**src/rtl/mdio_mgmt_pkg.sv**
```systemverilog
package mdio_mgmt_pkg;

   localparam int FRAME_BITS   = 64;
   localparam int LAST_BIT     = FRAME_BITS - 1;
   localparam int RELEASE_BIT  = 46;
   localparam int TA_CHECK_BIT = 47;
   localparam int DATA_BIT     = 48;
   localparam int IDX_W        = $clog2(FRAME_BITS);

   localparam logic [4:0] OFF_CMD    = 5'h00;
   localparam logic [4:0] OFF_ADDR   = 5'h04;
   localparam logic [4:0] OFF_WDATA  = 5'h08;
   localparam logic [4:0] OFF_RDATA  = 5'h0C;
   localparam logic [4:0] OFF_STATUS = 5'h10;

   localparam int GO_BIT = 14;

   typedef struct packed {
      logic [1:0] kind;
      logic [1:0] op;
      logic [4:0] port;
      logic [4:0] reg_dev;
   } mgmt_cmd_t;

endpackage

```
**src/rtl/mdio_mdc_gen.sv**
```systemverilog
module mdio_mdc_gen #(
   parameter int HALF = 40
) (
   input  logic clk,
   input  logic rst_n,
   input  logic run,
   output logic mdc,
   output logic rise_tick,
   output logic fall_tick
);
   localparam int CW = (HALF > 2) ? $clog2(HALF) : 1;

   logic [CW-1:0] cnt;
   logic          term;

   assign term      = run && (cnt == CW'(HALF - 1));
   assign rise_tick = term && !mdc;
   assign fall_tick = term && mdc;

   always_ff @(posedge clk) begin
      if (!rst_n || !run) begin
         cnt <= '0;
         mdc <= 1'b0;
      end else if (term) begin
         cnt <= '0;
         mdc <= ~mdc;
      end else begin
         cnt <= cnt + 1'b1;
      end
   end
endmodule

```
**src/rtl/mdio_frame_build.sv**
```systemverilog
module mdio_frame_build
   import mdio_mgmt_pkg::*;
(
   input  mgmt_cmd_t                cmd,
   input  logic [15:0]              addr_word,
   input  logic [15:0]              wdata_word,
   output logic [FRAME_BITS-1:0]    frame,
   output logic                     is_read
);
   logic [15:0] payload;

   always_comb begin
      is_read = cmd.op[1];
      payload = (cmd.op == 2'b00) ? addr_word : wdata_word;
      frame   = {32'hFFFF_FFFF, cmd.kind, cmd.op, cmd.port, cmd.reg_dev, 2'b10, payload};
   end
endmodule

```
**src/rtl/mdio_frame_engine.sv**
```systemverilog
module mdio_frame_engine
   import mdio_mgmt_pkg::*;
(
   input  logic                  clk,
   input  logic                  rst_n,
   input  logic                  launch,
   input  logic [FRAME_BITS-1:0] frame,
   input  logic                  is_read,
   input  logic                  rise_tick,
   input  logic                  fall_tick,
   input  logic                  mdio_i,
   output logic                  busy,
   output logic                  mdio_o,
   output logic                  mdio_oe,
   output logic                  done,
   output logic                  rd_active,
   output logic [15:0]           rx_word,
   output logic                  ta_fail
);
   logic [FRAME_BITS-1:0] shreg;
   logic [IDX_W-1:0]      idx;
   logic                  last;

   assign last = (idx == IDX_W'(LAST_BIT));
   assign done = busy && fall_tick && last;

   always_ff @(posedge clk) begin
      if (!rst_n) begin
         busy      <= 1'b0;
         shreg     <= '0;
         idx       <= '0;
         rd_active <= 1'b0;
         rx_word   <= '0;
         ta_fail   <= 1'b0;
         mdio_o    <= 1'b1;
         mdio_oe   <= 1'b0;
      end else if (!busy) begin
         if (launch) begin
            busy      <= 1'b1;
            shreg     <= frame;
            idx       <= '0;
            rd_active <= is_read;
            rx_word   <= '0;
            ta_fail   <= 1'b0;
            mdio_o    <= frame[FRAME_BITS-1];
            mdio_oe   <= 1'b1;
         end
      end else begin
         if (rise_tick && rd_active) begin
            if (idx == IDX_W'(TA_CHECK_BIT))
               ta_fail <= mdio_i;
            if (idx >= IDX_W'(DATA_BIT))
               rx_word <= {rx_word[14:0], mdio_i};
         end
         if (fall_tick) begin
            if (last) begin
               busy    <= 1'b0;
               mdio_oe <= 1'b0;
               mdio_o  <= 1'b1;
            end else begin
               idx     <= idx + 1'b1;
               shreg   <= shreg << 1;
               mdio_o  <= shreg[FRAME_BITS-2];
               mdio_oe <= !(rd_active && (idx >= IDX_W'(RELEASE_BIT - 1)));
            end
         end
      end
   end
endmodule

```
**src/rtl/mdio_mgmt_master.sv**
```systemverilog
module mdio_mgmt_master
   import mdio_mgmt_pkg::*;
#(
   parameter int MDC_HALF = 40,
   parameter int ADDR_W   = 5,
   parameter int DATA_W   = 32
) (
   input  logic              clk,
   input  logic              rst_n,
   input  logic              reg_we,
   input  logic [ADDR_W-1:0] reg_addr,
   input  logic [DATA_W-1:0] reg_wdata,
   output logic [DATA_W-1:0] reg_rdata,
   output logic              mdc,
   output logic              mdio_o,
   output logic              mdio_oe,
   input  logic              mdio_i
);
   localparam int CMD_W = $bits(mgmt_cmd_t);

   generate
      if (MDC_HALF < 2) begin : g_bad_half
         $error("MDC_HALF must be at least 2");
      end
      if (DATA_W < 16) begin : g_bad_data
         $error("DATA_W must be at least 16");
      end
      if (ADDR_W < 5) begin : g_bad_addr
         $error("ADDR_W must be at least 5");
      end
   endgenerate

   mgmt_cmd_t             cmd_q;
   logic [15:0]           addr_q;
   logic [15:0]           wdata_q;
   logic [15:0]           rdata_q;
   logic                  fail_q;
   logic                  busy;
   logic                  launch;
   logic                  cmd_sel;
   logic                  rise_tick;
   logic                  fall_tick;
   logic                  done;
   logic                  rd_active;
   logic                  ta_fail;
   logic                  is_read;
   logic [15:0]           rx_word;
   logic [FRAME_BITS-1:0] frame;
   mgmt_cmd_t             new_cmd;
   logic                  unused_wbits;

   assign unused_wbits = ^reg_wdata;
   assign new_cmd = mgmt_cmd_t'(reg_wdata[CMD_W-1:0]);
   assign cmd_sel = reg_we && (reg_addr == ADDR_W'(OFF_CMD)) && !busy;
   assign launch  = cmd_sel && reg_wdata[GO_BIT];

   always_ff @(posedge clk) begin
      if (!rst_n) begin
         cmd_q   <= '0;
         addr_q  <= '0;
         wdata_q <= '0;
         rdata_q <= '0;
         fail_q  <= 1'b0;
      end else begin
         if (cmd_sel)
            cmd_q <= new_cmd;
         if (reg_we && reg_addr == ADDR_W'(OFF_ADDR))
            addr_q <= reg_wdata[15:0];
         if (reg_we && reg_addr == ADDR_W'(OFF_WDATA))
            wdata_q <= reg_wdata[15:0];
         if (launch)
            fail_q <= 1'b0;
         else if (done)
            fail_q <= ta_fail;
         if (done && rd_active)
            rdata_q <= rx_word;
      end
   end

   always_comb begin
      reg_rdata = '0;
      case (reg_addr)
         ADDR_W'(OFF_CMD):    reg_rdata = DATA_W'({busy, cmd_q});
         ADDR_W'(OFF_ADDR):   reg_rdata = DATA_W'(addr_q);
         ADDR_W'(OFF_WDATA):  reg_rdata = DATA_W'(wdata_q);
         ADDR_W'(OFF_RDATA):  reg_rdata = DATA_W'(rdata_q);
         ADDR_W'(OFF_STATUS): reg_rdata = DATA_W'(fail_q);
         default:             reg_rdata = '0;
      endcase
   end

   mdio_frame_build u_build (
      .cmd        (new_cmd),
      .addr_word  (addr_q),
      .wdata_word (wdata_q),
      .frame      (frame),
      .is_read    (is_read)
   );

   mdio_mdc_gen #(.HALF(MDC_HALF)) u_mdc (
      .clk       (clk),
      .rst_n     (rst_n),
      .run       (busy),
      .mdc       (mdc),
      .rise_tick (rise_tick),
      .fall_tick (fall_tick)
   );

   mdio_frame_engine u_eng (
      .clk       (clk),
      .rst_n     (rst_n),
      .launch    (launch),
      .frame     (frame),
      .is_read   (is_read),
      .rise_tick (rise_tick),
      .fall_tick (fall_tick),
      .mdio_i    (mdio_i),
      .busy      (busy),
      .mdio_o    (mdio_o),
      .mdio_oe   (mdio_oe),
      .done      (done),
      .rd_active (rd_active),
      .rx_word   (rx_word),
      .ta_fail   (ta_fail)
   );
endmodule

```
**config.mk**
```make
export PLATFORM = sky130hd
export DESIGN_NAME = mdio_mgmt_master
export DESIGN_NICKNAME = d
export VERILOG_FILES = /design/src/rtl/mdio_mgmt_pkg.sv /design/src/rtl/mdio_mdc_gen.sv /design/src/rtl/mdio_frame_build.sv /design/src/rtl/mdio_frame_engine.sv /design/src/rtl/mdio_mgmt_master.sv
export SDC_FILE = /design/constraint.sdc
export NUM_CORES = 1
export LEC_CHECK = 0
export BUFFER_PORTS_ARGS = -buffer_cell sky130_fd_sc_hd__clkbuf_2
export CAP_MARGIN = 5
export CORE_MARGIN = 1.5
export CORE_UTILIZATION = 60
export CTS_CLUSTER_DIAMETER = 50
export CTS_CLUSTER_SIZE = 12
export DETAILED_ROUTE_END_ITERATION = 7
export PLACE_DENSITY_LB_ADDON = 0.2
export SKIP_CTS_REPAIR_TIMING = 1
export SYNTH_ARGS = -nofsm -noshare
export SYNTH_HDL_FRONTEND = slang
export SYNTH_SLANG_ARGS = --single-unit
```
**constraint.sdc**
```tcl
create_clock -name clk -period 5.6 [get_ports clk]
set_clock_uncertainty 0.2 [all_clocks]
set_input_delay 0 -clock clk [delete_from_list [all_inputs] [get_ports clk]]
set_output_delay 0 -clock clk [all_outputs]
set_load 0.005 [all_outputs]
```
==> results of run 1 <==
==> routing by layer <==
| layer | global-route usage | part of all wire |
|---|---|---|
| met1 | 0.379 | 0.43 |
| met2 | 0.457 | 0.49 |
| met3 | 0.0711 | 0.064 |
| met4 | 0.113 | 0.020 |
| met5 | 0 | 0 |
==> state kept, by name, summed over array words and instances, names as in the netlist <==
register and cells:
u_eng.shreg 63, addr_q 16, rdata_q 16, u_eng.rx_word 16, wdata_q 16, cmd_q 14, u_eng.idx 6, u_mdc.cnt 6
fail_q 1, u_eng.busy 1, u_eng.mdio_o 1, u_eng.mdio_oe 1, u_eng.rd_active 1, u_eng.ta_fail 1, u_mdc.mdc 1
==> worst min path at each step <==
stage | end | slack, ns
6_report | wdata_q[0] | 0.03
5_1_grt | wdata_q[0] | 0.03
4_1_cts | wdata_q[15] | -0.35
3_5_place_dp | reg_rdata[0] | 0.08
3_3_place_gp | reg_rdata[0] | 0.08
2_1_floorplan | reg_rdata[0] | -0.17
==> worst max-delay path: stages, from the launching register on <==
cell and delay, ns:
dfxtp_1 0.35, buf_4 0.44, nand4b_1 0.26, a211oi_4 0.72, nor2_1 0.51, o31ai_1 0.39
==> cells in the mapped netlist, types with 4 or more instances <==
| library cell | count |
|---|---|
| a21oi_1 | 40 |
| a211oi_1 | 28 |
| nand4_1 | 19 |
| o21ai_0 | 36 |
| nand3_1 | 56 |
| o221a_2 | 31 |
| mux4_2 | 15 |
| and3_1 | 4 |
| mux2i_1 | 48 |
| nor2_1 | 30 |
| dfxtp_1 | 160 |
| ha_1 | 4 |
| buf_2 | 13 |
| clkbuf_1 | 41 |
| o31ai_1 | 17 |
| nand2_1 | 79 |
| nor2b_1 | 32 |
| buf_4 | 21 |
| nor3_1 | 18 |
| inv_1 | 5 |
==> through the flow <==
step	utilization	cell area, um^2	total power, mW	setup WS (ns)
floorplan	-	7070	1.24	3.55
global placement	0.628	7170	1.26	2.72
finish	0.696	7950	2.43	2.63
detailed placement	0.628	7170	1.26	2.59
global route	0.696	7950	2.50	2.34
CTS	0.681	7770	2.43	2.65
==> logic make-up (layout without fill, tap and decap cells) <==
group	count (synthesis)	after routing	share of synthesized area
and+or+nand+nor	256	256	0.182
AOI/OAI and AO/OA	166	166	0.170
DFF	160	160	0.457
buffers and inverters	83	108	0.0580
muxes	65	65	0.120
xor gates and xnor gates	5	5	0.00624
adders and majority gates	4	4	0.00713
other	1	16	0.000535
==> where the power goes <==
group | internal, mW | switching, mW | total [mW]
Combinational | 0.0341 | 0.0702 | 0.104
Clock | 0.734 | 0.443 | 1.18
Sequential | 1.14 | 0.00314 | 1.15
==> cell type report <==
| class | instances | area (um^2) |
|---|---|---|
| Clock inverter | 10 | 133 |
| Tap cell | 143 | 179 |
| Inverter | 6 | 22.5 |
| Sequential cell | 160 | 3200 |
| Timing Repair Buffer | 70 | 460 |
| Multi-Input combinational cell | 512 | 3470 |
| Fill cell | 867 | 3470 |
| Clock buffer | 22 | 474 |
==> results by group, run 1 <==
Detailed routing
  – DR iter-0 viols: 571
  – Drt wl/cell: 18.8 um
  – TritonRoute pass-1 iters: 5
  – # DRC: 0
  – DRT antenna net count: 0
  – Vias per cell: 6.36
  – Vias: 5874
  – Final wirelength: 17.4 mm

Min path
  – Min-delay src: reg_addr[0]
  – Worst Hold Class: primary input to flip-flop
  – Worst hold stages: 5

Floorplan
  – DIE HEIGHT: 111 um
  – Starting Density: 0.614
  – # IOs: 76
  – Core Rows: 39
  – Die width: 111 um
  – Core footprint: 0.0114 mm^2
  – Die area: 0.0123 mm^2

Pwr
  – Static Leak: 2.89 nW
  – Worst VDD drop: 0.277 mV
  – PD cells: 306 mW/mm^2

Setup path
  – R2R Path Start: u_eng.busy
  – Critical path endpoint category: flip-flop
  – Critical Path Start Type: flip-flop
  – Critical path capture point: u_eng.shreg[11]
  – FF-to-FF setup slack: 2.63 ns
  – Crit Path Class: flip-flop to flip-flop
  – Capturing point of the worst reg2reg path: u_eng.shreg[11]
  – WP data required: 5.73 ns
  – Critical Path Start: u_eng.busy
  – Critical Path Fanout Max: 36
  – Critical path arrival: 3.10 ns
  – Worst reg2reg path depth: 5

STA
  – Slew HR: 0.132
  – RSZ-0062 raised after global routing: no
  – Slew Limit Fails: 0
  – Setup-failing EPs final: 0
  – Min Tclk post-route: 2.97 ns
  – FMAX: 0.336 GHz
  – Tcrit/Tclk final: 0.531
  – Setup TNS: 0 ns
  – Hold Slack: 0.0343 ns
  – Worst slew pin tran: 1.30 ns
  – Endpoints failing hold: 0

Logic synthesis
  – EDFF count, synth: 0
  – Synth area leader: dfxtp_1
  – Area contributors post-synth: dfxtp_1, mux2i_1, o221a_2, mux4_2, nand2_1
  – Mapped Cells: 740
  – Synth Area per Inst: 9.48 um^2
  – Seq/Total Area, Yosys: 0.457
  – Synthesis-stage register bit count: 160
  – Main synth FF type: dfxtp_1
  – Netlist cell types: 48
  – Post-synth top area share: 0.457
  – Asr flop ratio synth: 0
  – Post-Syn Area: 0.00702 mm^2
  – YS warnings: 0

Clock tree
  – Clock root buffer master: clkbuf_16
  – Worst-skew pair later-pin latency: 0.43 ns
  – H-tree depth: 4
  – Clk sinks: 160
  – Max clock buf depth: 2
  – Clk pin slew, worst setup/hold paths: 0.06 ns
  – CTS Buf Count: 17
  – CTS tree: yes

Finish
  – Commonest non-fill, non-tap cell in the layout: dfxtp_1
  – Ant diodes: 0
  – Layout cell share with drive strength beyond 1: 0.179
  – Most frequent cells in the layout: dfxtp_1, nand2_1, nand3_1, mux2i_1, clkbuf_2
  – Area Overhead vs Synth: 13.3%
  – Layout Cells excl Fill: 923
  – Final nets: 812

Place
  – Cells after DPL: 874
  – Gp weighted congestion: 0.830
  – IO buf count: 43
  – Post-DP HPWL: 10.6 mm

Global route
  – Initial antenna violation count: 0
  – GRT overflow: 0
  – Largest net degree at the start of global routing: 103
  – GRT Resource Usage Total: 0.287
  – Vias in the first global route: 5614
  – First-pass GRT wire length: 28.3 mm

Job
  – Max cap viols: 0

Status
  – Status: finished clean
Note: power is estimated with default switching activity, not from simulation.
==> run 2, diff against run 1 <==
--- a/config.mk
+++ b/config.mk
@@ -8,7 +8,7 @@
 export BUFFER_PORTS_ARGS = -buffer_cell sky130_fd_sc_hd__clkbuf_2
 export CAP_MARGIN = 5
 export CORE_MARGIN = 1.5
-export CORE_UTILIZATION = 60
+export CORE_UTILIZATION = 58
 export CTS_CLUSTER_DIAMETER = 50
 export CTS_CLUSTER_SIZE = 12
 export DETAILED_ROUTE_END_ITERATION = 7
==> constraint.sdc (replaced) <==
create_clock -name clk -period 2.97 [get_ports clk]
set_clock_uncertainty 0.2 [all_clocks]
set_input_delay 0 -clock clk [delete_from_list [all_inputs] [get_ports clk]]
set_output_delay 0 -clock clk [all_outputs]
set_load 0.005 [all_outputs]
==> run 2 against run 1 <==
The flow now finishes with violations (negative hold slack). Sequential power is 88% higher. Critical path depth is 3 higher. Worst hold slack worse by 0.035 ns. Total power is 89% higher. Clock-buffer cell count stayed put. Wire length is 4.4% higher. Utilization is 0.10 points lower. Clock power is 87% higher. Non-clock buffer count is 15 higher. Via count is 2.0% higher. Flip-flop and latch count stayed put. Critical path type is now primary input to flip-flop.
==> results by group, run 2 (synthesis results as in run 1) <==
STA
  – Worst slew pin tran: 1.13 ns (-0.172 ns)
  – Slew Limit Fails: 0 (unchanged)
  – Setup TNS: 0 ns (unchanged)
  – FMAX: 0.371 GHz
  – Hold Slack: -0.000428 ns (-0.0348 ns)
  – Setup-failing EPs final: 0 (unchanged)
  – Slew HR: 0.246 (+0.115)
  – Endpoints failing hold: 1 (+1)
  – RSZ-0062 raised after global routing: no
  – Tcrit/Tclk final: 0.909
  – Min Tclk post-route: 2.70 ns

Detailed routing
  – Final wirelength: 18.1 mm (+4.4%)
  – DRT antenna net count: 0 (unchanged)
  – Vias: 5994 (+2.0%)
  – Vias per cell: 6.39 (+0.41%)
  – TritonRoute pass-1 iters: 5 (unchanged)
  – Drt wl/cell: 19.3 um (+2.8%)
  – DR iter-0 viols: 565 (-1.1%)
  – # DRC: 0 (unchanged)

Clock tree
  – Clock root buffer master: clkbuf_16
  – Clk pin slew, worst setup/hold paths: 0.06 ns (about the same)
  – Max clock buf depth: 2 (unchanged)
  – CTS Buf Count: 17 (unchanged)
  – H-tree depth: 4 (unchanged)
  – Clk sinks: 160 (unchanged)
  – Worst-skew pair later-pin latency: 0.42 ns (about the same)
  – CTS tree: yes

Global route
  – Largest net degree at the start of global routing: 64 (-38%)
  – Vias in the first global route: 5834 (+3.9%)
  – First-pass GRT wire length: 29.2 mm (+3.4%)
  – GRT overflow: 0 (unchanged)
  – Initial antenna violation count: 0 (unchanged)
  – GRT Resource Usage Total: 0.291 (+0.00340)

Pwr
  – Worst VDD drop: 0.443 mV (+60%)
  – PD cells: 568 mW/mm^2 (+86%)
  – Static Leak: 2.95 nW (+2.0%)

Floorplan
  – # IOs: 76 (unchanged)
  – Starting Density: 0.604 (-0.0103)
  – Core footprint: 0.0116 mm^2 (+1.7%)
  – Die width: 113 um (+1.7%)
  – Die area: 0.0128 mm^2 (+3.4%)
  – DIE HEIGHT: 113 um (+1.7%)
  – Core Rows: 39 (unchanged)

Setup path
  – Crit Path Class: primary input to flip-flop
  – Critical Path Fanout Max: 16 (-56%)
  – Critical Path Start Type: primary input
  – WP data required: 3.04 ns (-2.69 ns)
  – Critical path arrival: 2.77 ns (-0.33 ns)
  – Critical path endpoint category: flip-flop

Finish
  – Largest register by flop count: u_eng.shreg
  – Layout Utilization: 0.695 (-0.00103)
  – Most frequent cells in the layout: dfxtp_1, nand2_1, nand3_1, mux2i_1, clkbuf_2
  – Final nets: 827 (+1.8%)
  – Commonest non-fill, non-tap cell in the layout: dfxtp_1
  – Fin area: 0.00807 mm^2 (+1.6%)
  – Max FFs per register: 63 (unchanged)
  – Area Overhead vs Synth: 15.0%
  – Ant diodes: 0 (unchanged)
  – Layout cell share with drive strength beyond 1: 0.190 (+0.0104)

Place
  – Cell Area, Placed: 0.00727 mm^2 (+1.4%)
  – Gp weighted congestion: 0.864 (+4.0%)
  – Post-DP HPWL: 11.1 mm (+4.5%)
  – IO buf count: 43 (unchanged)

Status
  – Violated checks: negative hold slack
  – Status: finished with violations

Min path
  – Worst Hold Class: primary input to flip-flop

Job
  – Max cap viols: 0 (unchanged)
-- run 2: final cells by class --
cell class | instances | area [um^2]
Fill cell | 878 | 3540
Timing Repair Buffer | 85 | 593
Clock inverter | 10 | 134
Multi-Input combinational cell | 512 | 3470
Inverter | 6 | 22.5
Sequential cell | 160 | 3200
Tap cell | 143 | 179
Clock buffer | 22 | 464
-- run 2: path summary, 6_finish.rpt --
kind / start / to / slack [ns] / depth (start not counted)
max: reg_addr[0] / wdata_q[7] / 0.27 / 8
min: reg_addr[1] / cmd_q[1] / -0.0004 / 5
max reg2reg: u_eng.idx[0] / u_eng.shreg[10] / 0.51 / 5
min reg2reg: cmd_q[10] / cmd_q[10] / 0.25 / 2
-- run 2: power breakdown --
part / internal, mW / switching, mW / total, mW
logic: 0.0706 / 0.137 / 0.207
registers: 2.16 / 0.00589 / 2.16
clock network: 1.36 / 0.850 / 2.21
total: 3.59 / 0.992 / 4.58
-- run 2: stage by stage --
step                      total power, mW  std cells  worst slack (ns)
after floorplan                      2.33        755             0.922
after global placement               2.39        886             0.647
after detailed placement             2.39        886             0.548
after CTS                            4.58        918             0.515
after global routing                 4.72        938             0.180
final                                4.58        938             0.271
-- run 2: worst max-delay path, cell delays in order --
cell,delay [ns]
dlygate4sd3_1,0.55
clkbuf_2,0.15
nor4b_4,0.37
dlygate4sd3_1,0.64
buf_4,0.23
nand2_1,0.50
nand2_1,0.23
a21oi_1,0.10
-- run 2: routing by layer --
layer / vias to the layer above / routed length, um / global-route usage
met2: 245 / 8780 / 0.466
met1: 2948 / 7590 / 0.372
met3: 42 / 1250 / 0.0691
met4: 0 / 501 / 0.142
li1: 2759 / - / -
met5: - / 0 / 0
==> run 3, diff against run 2 <==
==> constraint.sdc (replaced) <==
create_clock -name clk -period 2.5 [get_ports clk]
set_clock_uncertainty 0.2 [all_clocks]
set_input_delay 0 -clock clk [delete_from_list [all_inputs] [get_ports clk]]
set_output_delay 0 -clock clk [all_outputs]
set_load 0.005 [all_outputs]
==> run 3 against run 2 <==
The run now ends clean. Clock-buffer cell count did not move. Worst hold slack improved by 0.20 ns. Wire length fell by 0.33%. First-iteration DRC count fell by 4.2%. Clock power rose by 15%. Sequential power rose by 19%. Flip-flop and latch count did not move. Largest cell class unchanged.
==> results by group, run 3 (synthesis results as in run 1) <==
Floorplan
  – # IOs: 76 (unchanged)
  – Core Rows: 39 (unchanged)
  – Starting Density: 0.604 (unchanged)
  – Core footprint: 0.0116 mm^2 (unchanged)
  – Die area: 0.0128 mm^2 (unchanged)
  – DIE HEIGHT: 113 um (unchanged)
  – Die width: 113 um (unchanged)

Global route
  – Met1 usage: 0.366 (-0.00563)
  – GR Util met3: 0.0680 (-0.00107)
  – First-pass GRT wire length: 28.5 mm (-2.4%)
  – GRT Resource Usage Total: 0.285 (-0.00579)
  – Gr busiest metal: met2
  – Largest net degree at the start of global routing: 61 (-4.7%)
  – GRT overflow: 0 (unchanged)
  – Initial antenna violation count: 0 (unchanged)
  – Vias in the first global route: 5564 (-4.6%)
  – GRT met2 Usage: 0.473 (+0.00691)

Finish
  – Ant diodes: 0 (unchanged)
  – Max FFs per register: 63 (unchanged)
  – FF/Latch Area: 0.00320 mm^2 (unchanged)
  – Multi-input gate area: 0.00348 mm^2 (about the same)
  – Largest register by flop count: u_eng.shreg
  – Most frequent cells in the layout: dfxtp_1, nand2_1, nand3_1, mux2i_1, clkbuf_2
  – Commonest non-fill, non-tap cell in the layout: dfxtp_1
  – Final nets: 844 (+2.1%)
  – Layout cell share with drive strength beyond 1: 0.193 (+0.00266)
  – Area Overhead vs Synth: 17.4%
  – Fillers: 868 (-1.1%)

STA
  – RSZ-0062 raised after global routing: no
  – FMAX: 0.422 GHz
  – Min Tclk post-route: 2.37 ns
  – Worst slew pin tran: 0.711 ns (-0.416 ns)
  – Tcrit/Tclk final: 0.949
  – Setup-failing EPs final: 0 (unchanged)
  – Endpoints failing hold: 0 (-1)
  – Slew Limit Fails: 0 (unchanged)
  – Slew HR: 0.525 (+0.279)
  – Setup TNS: 0 ns (unchanged)

Pwr
  – Worst VDD drop: 0.503 mV (+13%)
  – Static Leak: 3.00 nW (+1.8%)
  – Tot Pwr: 5.38 mW (+17%)
  – PD cells: 653 mW/mm^2 (+15%)

Detailed routing
  – DRT antenna net count: 0 (unchanged)
  – Vias: 6055 (+1.0%)
  – TritonRoute pass-1 iters: 6 (+1)
  – DR iter-0 viols: 541 (-4.2%)
  – Drt wl/cell: 19.0 um (-1.9%)
  – Final wirelength: 18.1 mm (-0.33%)
  – # DRC: 0 (unchanged)
  – Vias per cell: 6.35 (-0.57%)

Clock tree
  – Clock root buffer master: clkbuf_16
  – Clk sinks: 160 (unchanged)
  – Clk pin slew, worst setup/hold paths: 0.06 ns (about the same)
  – CTS Buf Count: 17 (unchanged)
  – Worst-skew pair later-pin latency: 0.43 ns (about the same)
  – CTS tree: yes
  – H-tree depth: 4 (unchanged)
  – Max clock buf depth: 2 (unchanged)

Place
  – Post-DP HPWL: 11.2 mm (+0.70%)
  – Gp weighted congestion: 0.845 (-2.2%)
  – IO buf count: 43 (unchanged)

Setup path
  – Critical Path Fanout Max: 11 (-5)
  – Crit Path Class: flip-flop to flip-flop
  – Critical Path Start Type: flip-flop
  – Critical path arrival: 2.53 ns (-0.24 ns)
  – Critical path endpoint category: flip-flop
  – WP data required: 2.66 ns (-0.38 ns)

Min path
  – Worst Hold Class: primary input to flip-flop

Status
  – Status: finished clean

Job
  – Max cap viols: 0 (unchanged)
[run 3: changes by cell type in the layout (fill, tap and decap cells not counted)]
cell / before / now
clkbuf_8: 2 / 3
buf_12: 1 / 3
dlygate4sd3_1: 20 / 32
nor2_2: 1 / 2
clkinv_2: 4 / 1
bufinv_16: 3 / 2
clkbuf_1: 3 / 2
nor2_1: 29 / 28
clkinv_4: 0 / 2
buf_4: 21 / 24
[run 3: metrics by stage]
stage / hold slack, ns / utilization / cell area (um^2) / setup WS, ns / std cells
global route: 0.223 / 0.709 / 8240 / 0.0729 / 953
global placement: 0.0762 / 0.631 / 7330 / 0.202 / 891
finish: 0.204 / 0.709 / 8240 / 0.128 / 953
CTS: -0.366 / 0.681 / 7910 / 0.117 / 921
detailed placement: 0.0873 / 0.631 / 7330 / 0.125 / 891
floorplan: -0.166 / - / 7070 / 0.452 / 755
[run 3: layout make-up]
class                           count  share of cell area
Timing Repair Buffer              102              0.0942
Inverter                            6             0.00273
Clock inverter                      8              0.0129
Multi-Input combinational cell    512               0.422
Tap cell                          143              0.0217
Sequential cell                   160               0.389
Clock buffer                       22              0.0576
[run 3: worst paths after layout]
kind | from | endpoint | slack, ns | depth (start not counted)
max | u_eng.busy | cmd_q[13] | 0.13 | 5
min | reg_wdata[6] | cmd_q[6] | 0.20 | 4
max reg2reg | u_eng.busy | cmd_q[13] | 0.13 | 5
min reg2reg | cmd_q[7] | cmd_q[7] | 0.26 | 2
[run 3: where the power goes]
part           internal, mW  total (mW)  switching (mW)  leakage, nW
clock                  1.54        2.55            1.01        0.279
combinational        0.0955       0.258           0.162         1.43
sequential             2.56        2.57         0.00711         1.29
[run 3: metal layers]
metal	up-vias	wire, um
li1	2804	-
met1	2954	7490
met2	262	8950
met3	35	1210
met4	0	408
met5	-	0
[run 3: worst max-delay path, stage by stage (launching register included)]
cell           delay [ns]
dfxtp_1              0.40
nor3_2               0.16
buf_4                0.21
dlygate4sd3_1        0.99
nand3_1              0.17
a21oi_1              0.17
